--- config.mk ---
export PLATFORM = sky130hd
export DESIGN_NAME = extint_wake
export DESIGN_NICKNAME = d
export VERILOG_FILES = /design/src/rtl/extint_wake.sv
export SDC_FILE = /design/constraint.sdc
export NUM_CORES = 1
export LEC_CHECK = 0
export CORE_MARGIN = 5
export CORE_UTILIZATION = 53
export CTS_CLUSTER_SIZE = 14
export DETAILED_ROUTE_END_ITERATION = 10
export HOLD_SLACK_MARGIN = 0.05
export PLACE_DENSITY = 0.9
export SLEW_MARGIN = 10
export SYNTH_ARGS = -nofsm -noshare
export SYNTH_HDL_FRONTEND = slang
export SYNTH_SLANG_ARGS = --single-unit
--- constraint.sdc ---
create_clock -name clk -period 2 [get_ports clk]
set_input_delay 0.4 -clock clk [delete_from_list [all_inputs] [get_ports clk]]
set_output_delay 0.4 -clock clk [all_outputs]
set_load 0.005 [all_outputs]
--- src/rtl/extint_wake.sv ---
`timescale 1ns/1ps
module extint_wake #(
  parameter int DLY_W  = 16,
  parameter int REPEAT = 8
) (
  input  logic             clk,
  input  logic             rst_n,
  input  logic             pin_n,
  input  logic             cpu_idle,
  input  logic             clk_idle,
  input  logic [DLY_W-1:0] start_dly,
  output logic             irq,
  output logic             clkgen_en
);
  localparam int RW = (REPEAT > 2) ? $clog2(REPEAT) : 1;
  localparam logic [RW-1:0] REP_LAST = RW'(REPEAT - 1);

  logic             s1, s2;
  logic [1:0]       low_run, high_run;
  logic             armed, lvl;
  logic [DLY_W-1:0] dly;
  logic [RW-1:0]    rep;
  logic             pin_s, edge_fire, lvl_fire, rise, wake_cnt, lvl_low;

  assign pin_s     = s2;
  assign rise      = pin_s && (high_run == 2'd0);
  assign lvl_low   = lvl && !clk_idle && !pin_s;
  assign edge_fire = !lvl && !clk_idle && !pin_s && (low_run == 2'd2) && armed;
  assign lvl_fire  = lvl_low && (rep == '0);
  assign wake_cnt  = lvl && clk_idle && !pin_s && !clkgen_en;

  always_ff @(posedge clk or negedge rst_n) begin
    if (!rst_n) begin
      s1        <= 1'b1;
      s2        <= 1'b1;
      low_run   <= '0;
      high_run  <= '0;
      armed     <= 1'b0;
      lvl       <= 1'b0;
      dly       <= '0;
      rep       <= '0;
      irq       <= 1'b0;
      clkgen_en <= 1'b0;
    end else begin
      s1 <= pin_n;
      s2 <= s1;

      if (pin_s)                low_run <= '0;
      else if (low_run != 2'd3) low_run <= low_run + 2'd1;

      if (!pin_s)                high_run <= '0;
      else if (high_run != 2'd3) high_run <= high_run + 2'd1;

      if (edge_fire)                         armed <= 1'b0;
      else if (pin_s && high_run != 2'd0)    armed <= 1'b1;

      if (cpu_idle && clk_idle)              lvl <= 1'b1;
      else if (lvl && !clk_idle && rise)     lvl <= 1'b0;

      if (wake_cnt) dly <= dly + 1'b1;
      else          dly <= '0;

      if (!clk_idle)                         clkgen_en <= 1'b0;
      else if (wake_cnt && dly == start_dly) clkgen_en <= 1'b1;

      if (lvl_low) rep <= (rep == REP_LAST) ? '0 : rep + 1'b1;
      else         rep <= '0;

      irq <= edge_fire | lvl_fire;
    end
  end
endmodule

==> results summary, run 1 <==
The flow ran to the end, and the final reports show no timing, DRC or antenna violations. The class of the most critical hold timing path is flop to flop. The critical path is of the flop to flop type. The starting DRC count in detailed routing came out at 47.

The utilization after layout came out at 67.97%. The time the final worst path needs with I/O delays and setup is 1.720 ns. After clock tree synthesis, the clock-pin slew on the worst setup and hold paths is 0.09 ns. CTS built an H-tree with a depth of 2. Measured against its own limit, the worst slew margin works out to 75.36%. Global routing consumed, over all layers together, 17.63% of the routing resources.

The Yosys warning count is 0. Of all nets on the critical path, the largest fanout is 5. In this run the core area contains 19 standard-cell rows.

The highest clock frequency the design can meet is 581.5 MHz. STA puts the critical path data arrival time at 1.94 ns. The largest total area in the synthesized netlist belongs to sky130_fd_sc_hd__dfrtp_1. Summing internal, switching and leakage power gives 1.284 mW.

The congestion estimate from routability-driven global placement came to 0.8734. The mean number of vias per cell came out at 5.576. The net count after synthesis came out at 185. VDD sags by at most 0.5417 mV.

The average wire per standard cell came out at 14.74 um. Fill cells in the final layout number 200. For the worst setup path, the data required time is 2.22 ns.

For this design the top-level I/O count stands at 23. The top cell type by area accounts for 44.05% of the synthesized area. TritonCTS built the clock tree.

The routed wire length is 3.199 mm. The final global-route overflow total is 0. The total of flip-flops plus latches after synthesis came out at 29. Summing the sequential cell areas from Yosys gives 47.47% of the chip area. The maximum clock insertion buffer count is 2. The final hold slack is 0.3617 ns. The number of different library cells in the post-synthesis netlist came out at 30.

The antenna cell count is 0. The register-to-register setup slack came out at 0.28 ns. The number of gates resized after cts came out at 0. The clock root buffer master is sky130_fd_sc_hd__clkbuf_4. The number of port buffers came out at 22. The overall via count from detail_route is 1210. The number of detailed-route iterations in the first pass came out at 4. The startpoint identified for the worst register-to-register timing path is dly[2]$_DFF_PN0_. Clock skew on the completed layout was measured at 0.003561 ns. The startpoint identified for the worst hold timing path is s1$_DFF_PN1_. Measured along the x axis, the die boundary spans 63.80 um.

The category of the worst setup path launch point is a flop. The max-cap check violation count came out at 0. The total die area came out at 4070 um2. The number of DRC violations after detailed routing is 0.

The count of pins over their slew limit came out at 0. The clock net sink count is 29. The cts-stage hold buffer count is 0.

Clock tree synthesis inserted a total of 5 buffers. The power density normalized to cell area came out at 685.0 nW/um2. The number of nets with antenna violations after detailed routing is 0.

The final count of negative-setup-slack endpoints is 0. The post-synthesis instance area is 1534 um2. The number of cells on the worst reg-to-reg path is 4. The worst setup path is captured at a flop.

The post-route fraction of the period consumed by the critical path came out at 85.98%. Leaving out fill and tap cells, the most frequent cell in the layout is sky130_fd_sc_hd__dfrtp_1. The area growth from synthesis to layout is 22.19%.

The average footprint of a synthesized cell is 9.833 um2. The maximum number of pins on one net before global-route repair came out at 30. The number of antenna violations at the first check in global routing is 0. The worst hold path cell count is 0. The number of setup buffers added after CTS is 0.

Synthesis produced a netlist whose cell count is 156. The worst hold path terminates at pin_s$_DFF_PN1_. Summed over all cells, the static leakage comes to 0.8006 nW. The post-placement worst setup slack came out at 0.2373 ns.

Leaving out fill and tap cells, the most frequent cells in the layout are 27 x sky130_fd_sc_hd__dfrtp_1, 22 x sky130_fd_sc_hd__clkdlybuf4s50_1, 17 x sky130_fd_sc_hd__nor2_1. The starting utilization of the core area came out at 55.63%. The minimum setup slack in the final design is 0.2804 ns.

The standard cell core area is 2758 um2. The via count of the first global-routing pass came out at 1257. The proportion of layout cells with a drive suffix above 1 came out at 8.602%. The number of nets in the final layout came out at 214. The count of final hold-check violations came out at 0. From bottom edge to top edge, the die measures 63.80 um. In the post-synthesis netlist, the biggest area contributors are sky130_fd_sc_hd__dfrtp_1 44%, sky130_fd_sc_hd__xnor2_1 9.1%, sky130_fd_sc_hd__ha_1 6.5%. The accumulated negative setup slack is 0 ns.

The latest clock arrival within the worst-skew pair came out at 0.33 ns. Setup repair after global routing left no endpoint under its margin. The measured slew at the worst slew-check pin came out at 0.3696 ns. The estimated wirelength of the detail-placed design came out at 2.467 mm.

The first-pass GRT wire length is 5.651 mm. The destination of the worst register-to-register timing path is dly[15]$_DFF_PN0_.
[how the worst max path moves through the flow]
stage	from	to	slack, ns	depth (start not counted)
5_1_grt	dly[2]$_DFF_PN0_	dly[15]$_DFF_PN0_	0.15	4
6_report	dly[2]$_DFF_PN0_	dly[15]$_DFF_PN0_	0.28	4
3_3_place_gp	clk_idle	dly[15]$_DFF_PN0_	0.27	5
3_5_place_dp	clk_idle	dly[15]$_DFF_PN0_	0.24	5
2_1_floorplan	dly[2]$_DFF_PN0_	dly[15]$_DFF_PN0_	0.45	4
4_1_cts	dly[2]$_DFF_PN0_	dly[15]$_DFF_PN0_	0.29	4
[worst max-delay path: stages, from the launching register on]
cell and delay, ns:
sky130_fd_sc_hd__dfrtp_1 0.44, sky130_fd_sc_hd__nand3_1 0.14, sky130_fd_sc_hd__or3_4 0.41, sky130_fd_sc_hd__nor4_1 0.24, sky130_fd_sc_hd__mux2_2 0.38
[report_power, final]
group	switching (mW)	total (mW)	internal, mW
Sequential	0.0432	0.673	0.630
Clock	0.204	0.407	0.203
Combinational	0.0955	0.203	0.108
Total	0.342	1.28	0.942
[kinds of logic after synthesis]
kind of cell / synth area share, %
simple gates: 19.98
flops: 47.47
xor+xnor: 14.84
compound gates: 6.362
buf+inv: 3.426
fa+ha+maj: 6.526
mux: 1.387
[flip-flops by register name, indices dropped and copies added (netlist names)]
signal,count
armed,1
clkgen_en,1
dly,16
high_run,2
irq,1
low_run,2
lvl,1
pin_s,1
rep,3
s1,1
[metal layers]
layer | vias up | part of all wire, % | GRT usage (%)
met4 | 0 | 1.8 | 8.312
met1 | 585 | 41 | 20.45
met5 | - | 0 | 0
met3 | 8 | 5.0 | 5.429
li1 | 586 | - | -
met2 | 31 | 52 | 29.52
[layout make-up]
| class | count | area (um2) | area share [%] |
|---|---|---|---|
| clock inverters | 1 | 5.005 | 0.2670 |
| well taps | 31 | 38.79 | 2.069 |
| repair buffers | 25 | 242.7 | 12.95 |
| inverters | 11 | 41.29 | 2.203 |
| flip-flops and latches | 29 | 728.2 | 38.85 |
| multi-input cells | 113 | 753.2 | 40.19 |
| clock buffers | 7 | 65.06 | 3.471 |
[metrics by stage]
step / cells / cell area [um2]
CTS: 217 / 1874
floorplan: 156 / 1534
global route: 217 / 1874
detailed placement: 209 / 1804
global placement: 209 / 1804
finish: 217 / 1874
[synth_stat cells (all sizes together)]
library cell	count
nand3b	1
nand2	11
nand3	3
nor2b	1
and2	2
o22ai	1
a31oi	1
dfrtp	27
a32o	1
or2	1
clkbuf	3
nand4	4
mux2i	1
inv	11
dfstp	2
nor4	5
a21oi	9
xor2	10
nor3	5
and3	3
and4	1
o21ai	3
o31ai	2
or3	4
mux2	1
or4	2
ha	8
xnor2	16
nor2	17
(Power assumes the default switching activity.)
==> run 2, diff against run 1 <==
--- a/config.mk
+++ b/config.mk
@@ -5,12 +5,13 @@
 export SDC_FILE = /design/constraint.sdc
 export NUM_CORES = 1
 export LEC_CHECK = 0
-export CORE_MARGIN = 5
-export CORE_UTILIZATION = 53
+export CAP_MARGIN = 30
+export CORE_MARGIN = 2
+export CORE_UTILIZATION = 57
 export CTS_CLUSTER_SIZE = 14
 export DETAILED_ROUTE_END_ITERATION = 10
 export HOLD_SLACK_MARGIN = 0.05
-export PLACE_DENSITY = 0.9
+export PLACE_DENSITY = 0.95
 export SLEW_MARGIN = 10
 export SYNTH_ARGS = -nofsm -noshare
 export SYNTH_HDL_FRONTEND = slang
==> constraint.sdc (replaced) <==
create_clock -name clk -period 2.1 [get_ports clk]
set_input_delay 0.42 -clock clk [delete_from_list [all_inputs] [get_ports clk]]
set_output_delay 0.42 -clock clk [all_outputs]
set_load 0.005 [all_outputs]
==> run 2 against run 1 <==
Clock power up 21%; first-iteration DRC count down 6.4%; count of clock-buffer cells in the layout down 1; worst setup slack better by 0.12 ns; largest cell class unchanged; register-to-register slack better by 0.12 ns.
==> results summary, run 2 (synthesis gave the netlist of run 1 again) <==
The count of pins over their slew limit is 0 (unchanged). The routed wire length came out at 3.176 mm (-0.72%). The mean number of vias per cell was 5.651 (+1.3%).

The register share of total power was 48.3% (-4.1 points). The switching part of the total came to 25.96% (-0.71 points). The proportion of power drawn by the clock network came out at 37.0% (+5.3 points). The via count of the first global-routing pass was 1239 (-1.4%). The number of detailed-route iterations in the first pass came to 4 (unchanged). The library cell used most frequently in the layout, excluding fill and tap cells, is sky130_fd_sc_hd__dfrtp_1. Setup repair after global routing left no endpoint under its margin.

The leakage power of the design came out at 0.7989 nW (-0.20%). The final count of negative-setup-slack endpoints came out at 0 (unchanged). The proportion of power drawn by combinational gates is 14.7% (-1.1 points). The horizontal die dimension was 55.88 um (-12%). The cell row count came out at 18 (-1). The destination of the worst register-to-register timing path is dly[15]$_DFF_PN0_. More flip-flops sit in one register than any other, and that register is dly. The net switching power was 0.3454 mW (+0.90%). Compared with the post-synthesis result, the final layout area differs by 22.84%. The standard cell core area is 2522 um2 (-8.5%). The class of the most critical hold timing path is flop to flop. The register-to-register setup slack is 0.40 ns (+0.12 ns). The maximum clock insertion buffer count is 2 (unchanged).

In the final layout, the registers with the most flip-flops are dly x16, rep x3. The number of port buffers came to 22 (unchanged). The internal portion of total power is 0.9852 mW (+4.6%). The clock buffer count from CTS was 5 (unchanged). The total die area was 3122 um2 (-23%).

The power density normalized to cell area is 706.1 nW/um2 (+3.1%). The measured slew at the worst slew-check pin was 0.3963 ns (+0.02675 ns). In this run the clock root is driven by a sky130_fd_sc_hd__clkbuf_4. The clock transition time at the flip-flop clock pins of the worst setup and hold paths came out at 0.11 ns (+0.02 ns). The average wire per standard cell is 14.77 um (+0.20%). The estimated wirelength of the detail-placed design is 2.405 mm (-2.5%). The cts-stage hold buffer count is 0 (unchanged). The start of the worst register-to-register path is dly[2]$_DFF_PN0_. The number of cells on the worst reg-to-reg path came out at 4 (unchanged).

The flip-flop count of the largest register after layout is 16 (unchanged). The final global-route overflow total was 0 (unchanged). The proportion of layout cells with a drive suffix above 1 came out at 8.108% (-0.49 points). The clock net sink count came out at 29 (unchanged). The largest stage delay on the critical path is 0.45 ns (about the same). STA classifies the critical path startpoint as a flop. The capture endpoint of the worst hold path is pin_s$_DFF_PN1_. The headroom to the max-slew limit was 73.33% (-2.0 points). The slowest stage of the critical path belongs to the cell sky130_fd_sc_hd__dfrtp_1.

In this run the most critical hold path is launched from s1$_DFF_PN1_. The arrival time of data at the critical path endpoint is 1.94 ns (about the same). The max-cap check violation count is 0 (unchanged). The number of setup buffers added after CTS is 0 (unchanged). The number of levels in the clock H-tree is 2 (unchanged). The first-pass GRT wire length came out at 5.382 mm (-4.8%). The starting DRC count in detailed routing came out at 44 (-6.4%). The accumulated negative setup slack is 0 ns (unchanged). The number of nets in the final layout is 213 (-0.47%). The placer's final routability congestion estimate is 0.8929 (+2.2%). The worst hold path cell count is 0 (unchanged).

The number of DRC violations after detailed routing is 0 (unchanged). The combined buffer and inverter count along the critical path is 0 (unchanged). The highest clock frequency the design can meet is 589.2 MHz (+1.3%).

The starting utilization of the core area is 60.81% (+5.2 points). The number of gates resized after cts came out at 0 (unchanged). The vertical extent of the die was 55.88 um (-12%). The maximum number of pins on one net before global-route repair is 30 (unchanged). The worst voltage drop across the vdd grid is 0.6718 mV (+24%).

The signal on the critical path passes through nand3_1 > or3_4 > nor4_1 > mux2_2. The post-route fraction of the period consumed by the critical path is 80.82% (-5.2 points). The overall via count from detail_route is 1215 (+0.41%). The count of final hold-check violations was 0 (unchanged).

The setup path with the least slack is of type flop to flop. The worst clock skew came out at 0.01491 ns (+0.01134 ns). The maximum fanout encountered on the critical timing path is 5 (unchanged). The time the final worst path needs with I/O delays and setup was 1.697 ns (-0.02238 ns). The number of nets with antenna violations after detailed routing came out at 0 (unchanged). The number of antenna violations at the first check in global routing was 0 (unchanged). The latest clock arrival within the worst-skew pair is 0.34 ns (about the same). The utilization after layout came out at 74.70% (+6.7 points). The total routing usage reported by global routing is 22.28% (+4.6 points). The I/O pin count was 23 (unchanged). The data required time of the worst path came out at 2.34 ns (+0.12 ns).

The antenna cell count is 0 (unchanged). The run finished with clean final reports. The worst setup path is captured at a flop. The top cell types in the final layout, fill and taps aside, are 27 x sky130_fd_sc_hd__dfrtp_1, 22 x sky130_fd_sc_hd__clkdlybuf4s50_1, 17 x sky130_fd_sc_hd__nor2_1.

Among cell families on the critical path, the largest total delay comes from simple AND/OR/NAND/NOR gates. The CTS tree is built.
-- run 2: power groups by stage --
stage	Clock [mW]	Combinational, mW	Sequential (mW)
3_3_place_gp	0	0.183	0.647
4_1_cts	0.501	0.197	0.642
6_report	0.493	0.195	0.643
2_1_floorplan	0	0.112	0.642
5_1_grt	0.516	0.217	0.649
3_5_place_dp	0	0.197	0.653
-- run 2: worst max-delay path by stage --
| stage | start | end | slack, ns | depth (start not counted) |
|---|---|---|---|---|
| floorplan | dly[2]$_DFF_PN0_ | dly[15]$_DFF_PN0_ | 0.55 | 4 |
| global placement | clk_idle | dly[15]$_DFF_PN0_ | 0.26 | 5 |
| detailed placement | clk_idle | dly[15]$_DFF_PN0_ | 0.20 | 5 |
| CTS | dly[2]$_DFF_PN0_ | dly[15]$_DFF_PN0_ | 0.40 | 4 |
| global route | dly[2]$_DFF_PN0_ | dly[15]$_DFF_PN0_ | 0.28 | 4 |
| finish | dly[2]$_DFF_PN0_ | dly[15]$_DFF_PN0_ | 0.40 | 4 |
-- run 2: metal layers --
| layer | global-route usage (%) | vias up | part of all wire, % |
|---|---|---|---|
| li1 | - | 588 | - |
| met1 | 27.53 | 580 | 43 |
| met2 | 35.03 | 38 | 49 |
| met3 | 6.512 | 9 | 5.4 |
| met4 | 12.24 | 0 | 2.4 |
| met5 | 0 | - | 0 |
-- run 2: stage by stage --
| step | setup WS (ns) | total power [mW] | cell area (um2) | hold slack, ns | instances |
|---|---|---|---|---|---|
| after floorplan | 0.5463 | 0.7540 | 1534 | 0.1244 | 156 |
| after global placement | 0.2615 | 0.8297 | 1795 | 0.3452 | 207 |
| after detailed placement | 0.2004 | 0.8497 | 1795 | 0.3498 | 207 |
| after CTS | 0.4010 | 1.340 | 1884 | 0.3637 | 215 |
| after global routing | 0.2776 | 1.382 | 1884 | 0.3730 | 215 |
| final | 0.4028 | 1.331 | 1884 | 0.3620 | 215 |
-- run 2: area by class of cell --
type                       instances  area [um2]
sequential                        29       728.2
tap                               30       37.54
multi-input combinational        113       753.2
inverter                          11       41.29
clock buffer                       6       51.30
timing repair buffer              24       235.2
fill                             187       638.1
clock inverter                     2       37.54
